==> src/rtl/xlog_exec.sv <==
module xlog_exec #(
  parameter int XLEN = 32,
  parameter int RIDX = 5
) (
  input  logic            clk,
  input  logic            rst_n,
  input  logic            issue,
  input  logic [15:0]     insn_hi,
  input  logic [15:0]     insn_lo,
  input  logic [XLEN-1:0] op1,
  input  logic [XLEN-1:0] op2,
  output logic [XLEN-1:0] wb_data,
  output logic [RIDX-1:0] wb_idx,
  output logic            wb_en,
  output logic            flag_s,
  output logic            flag_z,
  output logic            flag_ov,
  output logic            flag_upd,
  output logic            illegal
);
  localparam logic [5:0] OP_XOR  = 6'b001001;
  localparam logic [5:0] OP_TST  = 6'b001011;
  localparam logic [5:0] OP_XORI = 6'b110101;

  logic [RIDX-1:0] f1, f2;
  logic [5:0]      opc;
  logic            is_ext, is_xor, is_xori, is_tst, ok;
  logic [XLEN-1:0] res;
  logic [RIDX-1:0] dst;

  assign f1      = insn_hi[RIDX-1:0];
  assign f2      = insn_hi[15:11];
  assign opc     = insn_hi[10:5];
  assign is_ext  = insn_hi[15:8] == 8'h00 && insn_hi[7] && f1 != '0;
  assign is_xor  = opc == OP_XOR;
  assign is_xori = opc == OP_XORI;
  assign is_tst  = opc == OP_TST;
  assign ok      = is_ext || is_xor || is_xori || is_tst;

  always_comb begin
    res = '0;
    dst = f2;
    if (is_ext) begin
      dst = f1;
      unique case (insn_hi[6:5])
        2'b00: res = {{(XLEN-8){1'b0}}, op1[7:0]};
        2'b01: res = {{(XLEN-8){op1[7]}}, op1[7:0]};
        2'b10: res = {{(XLEN-16){1'b0}}, op1[15:0]};
        default: res = {{(XLEN-16){op1[15]}}, op1[15:0]};
      endcase
    end else if (is_xor) begin
      res = op2 ^ op1;
    end else if (is_xori) begin
      res = op1 ^ {{(XLEN-16){1'b0}}, insn_lo};
    end else if (is_tst) begin
      res = op2 & op1;
    end
  end

  always_ff @(posedge clk) begin
    if (!rst_n) begin
      wb_data  <= '0;
      wb_idx   <= '0;
      wb_en    <= 1'b0;
      flag_s   <= 1'b0;
      flag_z   <= 1'b0;
      flag_ov  <= 1'b0;
      flag_upd <= 1'b0;
      illegal  <= 1'b0;
    end else begin
      wb_data  <= res;
      wb_idx   <= dst;
      wb_en    <= issue && ok && !is_tst;
      flag_s   <= res[XLEN-1];
      flag_z   <= res == '0;
      flag_ov  <= 1'b0;
      flag_upd <= issue && ok && !is_ext;
      illegal  <= issue && !ok;
    end
  end

  p_illegal_silent_r8: assert property (@(posedge clk) disable iff (!rst_n)
    illegal |-> !wb_en && !flag_upd);

  p_ov_cleared_r6: assert property (@(posedge clk) disable iff (!rst_n)
    flag_upd |-> !flag_ov);

  p_zero_flag_r6: assert property (@(posedge clk) disable iff (!rst_n)
    flag_upd |-> flag_z == (wb_data == '0));

  p_idle_quiet_r7: assert property (@(posedge clk) disable iff (!rst_n)
    !issue |=> !wb_en && !flag_upd && !illegal);

  p_tst_no_write_r5: assert property (@(posedge clk) disable iff (!rst_n)
    issue && is_tst |=> !wb_en && flag_upd);

  p_ext_no_flags_r2: assert property (@(posedge clk) disable iff (!rst_n)
    issue && is_ext |=> wb_en && !flag_upd && wb_idx == $past(f1));
endmodule

==> config.mk <==
export PLATFORM = sky130hd
export DESIGN_NAME = xlog_exec
export DESIGN_NICKNAME = d
export VERILOG_FILES = /design/src/rtl/xlog_exec.sv
export SDC_FILE = /design/constraint.sdc
export NUM_CORES = 1
export LEC_CHECK = 0
export BUFFER_PORTS_ARGS = -buffer_cell sky130_fd_sc_hd__buf_2
export CAP_MARGIN = 40
export CORE_UTILIZATION = 45
export CTS_CLUSTER_DIAMETER = 120
export DETAILED_ROUTE_END_ITERATION = 12
export GPL_TIMING_DRIVEN = 0
export PLACE_DENSITY_LB_ADDON = 0.3
export SKIP_LAST_GASP = 1
export SYNTH_ARGS = -nofsm -noshare
export SYNTH_HDL_FRONTEND = slang
export SYNTH_SLANG_ARGS = --single-unit
export TNS_END_PERCENT = 100
==> constraint.sdc <==
create_clock -name clk -period 9.1 [get_ports clk]
set_input_delay 1.82 -clock clk [delete_from_list [all_inputs] [get_ports clk]]
set_output_delay 1.82 -clock clk [all_outputs]
set_load 0.01 [all_outputs]
### Word level (Yosys, flattened, before mapping)

Cells that the tools add are included.

* register bits: 42
* input port bits: 99
* logic and storage cells: 37
* output and inout port bits: 43

* muxes and demuxes: 6
* reductions and logical operators: 16
* equal/unequal tests: 5
* bitwise operators: 3

Operators with widths (count)
* $mux 32: 4
* $pmux 32 s3: 1
* $and 32x32->32: 1
* $logic_not 32->1: 1
* $xor 32x16->32: 1
* $xor 32x32->32: 1
* $eq 6x4->1 const B: 2
* $logic_not 8->1: 1
* $eq 6x6->1 const B: 1
* $logic_and 1x1->1: 6
* $mux 5: 1
* $reduce_bool 5->1: 1
* $logic_not 1->1: 3
* $logic_or 1x1->1: 3
* $eq 2x1->1 const B: 1
* $eq 2x2->1 const B: 1
* $logic_not 2->1: 1

### Logic depth before layout (Yosys ltp)

* depth after elaboration: 8
* mapped depth: 11
* depth with buffers taken out: 8

### Worst setup path before layout

No wires, ideal clock.

* kind: in2reg
* start point: input port insn_hi[1]
* end point: register flag_z
* path buffers: 0
* required time: 9012 ps
* stages: 7
* setup slack: 4944 ps
* setup time: 88 ps
* data arrival time: 4068 ps
* cells stage by stage: or4_1 -> o21ai_0 -> nor3_1 -> or4_1 -> or4_1 -> or3_1 -> nor4_2

* cells in the longest elaborated chain, start to end: 4

Ends and longest elaborated chain
* start, declared: line 8 `input logic [15:0] insn_hi,`
* $reduce_bool 5->1: line 34 `assign is_ext = insn_hi[15:8] == 8'h00 && insn_hi[7] && f1 != '0;`
* $logic_and 1x1->1: line 34
* $mux 32: line 43 `if (is_ext) begin`
* $logic_not 32->1: line 75 `flag_z <= res == '0;`
* end signal, assigned: line 66 `flag_z <= 1'b0;`
* end signal, assigned: line 75
* end, declared: line 16 `output logic flag_z,`

No other way between the ends.
A chain may end at the register's enable or synchronous reset.

### Worst setup path after layout

* start point: input port insn_hi[7]
* end point: register flag_z

* cells in the longest elaborated chain, start to end: 6
* elaborated cells on any way between the ends: 10
* classes of those cells: 3 x eq/ne; 4 x mux; 3 x reduce/logical

Ends and longest elaborated chain
* $eq 6x4->1: line 37 `assign is_tst = opc == OP_TST;`
* $mux 32: line 55 `end else if (is_tst) begin`
* $mux 32: line 53 `end else if (is_xori) begin`
* $mux 32: line 51 `end else if (is_xor) begin`
* $mux 32 (*): line 43
* $logic_not 32->1 (*): line 75

Mark *: on every way between the ends. The rest lies on a longest branch, timed or not.

==> qor.yml <==
drive_above_1_share_pct: 32.0
critPathLaunchType: "input pin"
syn_nets: 464
setup_viol: 0
portBuffers: 139
grt_max_degree: 13
cts_hold_buf: 0
swShare_pct: 27.0
globalplace.congestion: 0.921
arrival_ns: 4.63
die_area_sq_um: 6460
grt.total_usage_pct: 26.5
worst_path_largest_cell_delay_ns: 0.48
num_rows: 28
synth_edf_count: 0
die_h_um: 80.4
p_switching_mw: 0.116
ir_drop_mv: 0.0724
fmax_ghz: 0.227
clock-sinks: 41
leakagePower_nw: 1.85
highest_layer: "met4"
syn_inst: 333
period_share_pct: 48.4
synth_area_leaders: "dfxtp_1, ha_1, nor2_1"
vias_per_cell: 5.54
endpoint: "flag_z"
crit_required_ns: 9.33
synth-seq-area-share_pct: 29.7
slew_headroom_pct: 54.9
wl_met3_um: 584
ioPinCount: 142
finalHoldViolCount: 0
cts_inserted_buffers: 5
synth_top_cell_by_area: "dfxtp_1"
drt_wl_total_mm: 8.65
combPwrFrac_pct: 21.0
synth_common_cells: "nor2_1, dfxtp_1, ha_1, nand3_1"
final_cells: 556
hold_path.class: "input pin to flip-flop"
cp_max_fo: 10
cp-startpoint: "insn_hi[7]"
htreeDepth: 2
yosysMostFrequentCell: "nor2_1"
slew_violations: 0
drtIter0Drc: 148
p_int_mw: 0.315
crit_path_top_delay_cell: "nor4b_4"
tightestPinTransition_ns: 0.676
antenna_found_initial: 0
post_cts_resized: 0
clk_pin_slew_ns: 0.09
remaining_drc_errors: 0
tritoncts: "yes"
max_cap_violations: 0
yosys.cell_types.count: 43
gr-total-overflow: 0
avgSynthCellArea_sq_um: 8.30
critPathKind: "input pin to flip-flop"
start_util_pct: 46.7
worst-path-buf-inv: 3
cp-end-kind: "flip-flop"
cts_setup_buffers: 0
syn2layout_area_growth_pct: 33.0
dp.cells: 548
yosysWarnings: 0
rsz0062_at_grt: "false"
crit_family: "simple AND/OR/NAND/NOR gates"
p_seq_share_pct: 42.5
dr_total_vias: 3081
ant_nets: 0
insertedDiodeCount: 0
powerDensity_nw_per_um2: 118
core-area_sq_um: 5920
dp_hpwl_mm: 6.62
synth-main-ff-cell: "dfxtp_1"
ys_seq_elements: 41
grt_pass1_wl_mm: 13.0
layout.nets: 611
async_flop_share_pct: 0
synth_top_area_share_pct: 29.7
power.share.clock_pct: 36.5
die_w_um: 80.4
syn_area_sq_um: 2760
grt_pass1_vias: 2750
dr.pass1.iters: 6
worstPathCellList: "buf_2 -> nor4b_4 -> clkbuf_1 -> and2_1 -> clkbuf_1 -> nand2b_1 -> a21oi_1 -> nand4_1 -> or3_1 -> nor4_2"
status: "completed"
crit_cells: 10
met2_length_mm: 4.19
crit_top_cell: "clkbuf_1"
clockRootBuffer: "clkbuf_8"
tns_ns: 0
wl_per_cell_um: 15.6
wl_met1_mm: 3.74
period_minus_slack_ns: 4.40
cts_buffer_depth: 2
## registers in the layout, summed over array words and instances (netlist names)
register  flops
flag_z        1
illegal       1
wb_en         1
flag_upd      1
wb_data      32
wb_idx        5
## power groups by stage
| stage | clock (mW) | sequential, mW | combinational, mW |
|---|---|---|---|
| floorplan | 0 | 0.190 | 0.0431 |
| global placement | 0 | 0.188 | 0.0859 |
| detailed placement | 0 | 0.188 | 0.0888 |
| CTS | 0.159 | 0.184 | 0.0894 |
| global route | 0.166 | 0.184 | 0.0995 |
| finish | 0.158 | 0.184 | 0.0906 |
## worst min path at each step
stage,slack [ns],to,startpoint,cells past startpoint
floorplan,1.94,wb_idx[0],insn_hi[11],2
global placement,2.06,wb_idx[4],insn_hi[4],3
detailed placement,2.06,wb_idx[3],insn_hi[3],3
CTS,1.75,wb_idx[3],insn_hi[3],3
global route,1.77,wb_idx[0],insn_hi[11],3
finish,1.75,wb_idx[3],insn_hi[3],3
## cells by family after synthesis
kind of cell,Yosys count,synth area share [%]
buffers and inverters,25,3.76
XOR/XNOR,14,4.44
multiplexers,14,5.07
other,1,0.136
flip-flops,41,29.7
AO/OA/AOI/OAI,65,16.5
AND/OR/NAND/NOR,141,25.9
adder cells (fa/ha/maj),32,14.5
## cell usage in the layout (no fill, tap or decap), drive strengths merged, types with 4 or more instances in the layout
master and instances:
a21oi 18, a221oi 5, a222oi 4, a2bb2oi 12, and2 5, buf 147
clkbuf 22, dfxtp 41, ha 32, mux2i 14, nand2 19, nand2b 10
nand3 19, nand4 4, nor2 53, nor2b 8, nor3 6, nor4 4
o21ai 7, o22ai 6, or4 4, xnor2 6, xor2 8
## layer usage
metal	global-route usage (%)	vias up
li1	-	1497
met1	34.0	1415
met2	45.7	156
met3	4.32	13
met4	6.79	0
met5	0	-
## worst min-delay path, stage by stage
cell and delay (ns):
buf_2 0.08, a21oi_1 0.05, nor2_1 0.07
## metrics by stage
stage	cell area [sq um]	setup slack, ns	power, mW	hold slack [ns]	util, %
floorplan	2760	4.94	0.233	1.94	-
global placement	3550	4.48	0.274	2.06	60.0
detailed placement	3560	4.45	0.277	2.06	60.1
CTS	3670	4.75	0.432	1.75	62.1
global route	3670	4.48	0.449	1.77	62.1
finish	3670	4.70	0.432	1.75	62.1
## final cells by class
class                           count  area, sq um
Inverter                            3         11.3
Clock inverter                      1         30.0
Buffer                             22         92.6
Tap cell                           75         93.8
Sequential cell                    41          821
Fill cell                         563         2250
Timing Repair Buffer              140          701
Multi-Input combinational cell    267         1840
Clock buffer                        7         86.3
No activity file was read; power rests on OpenSTA's default activity.
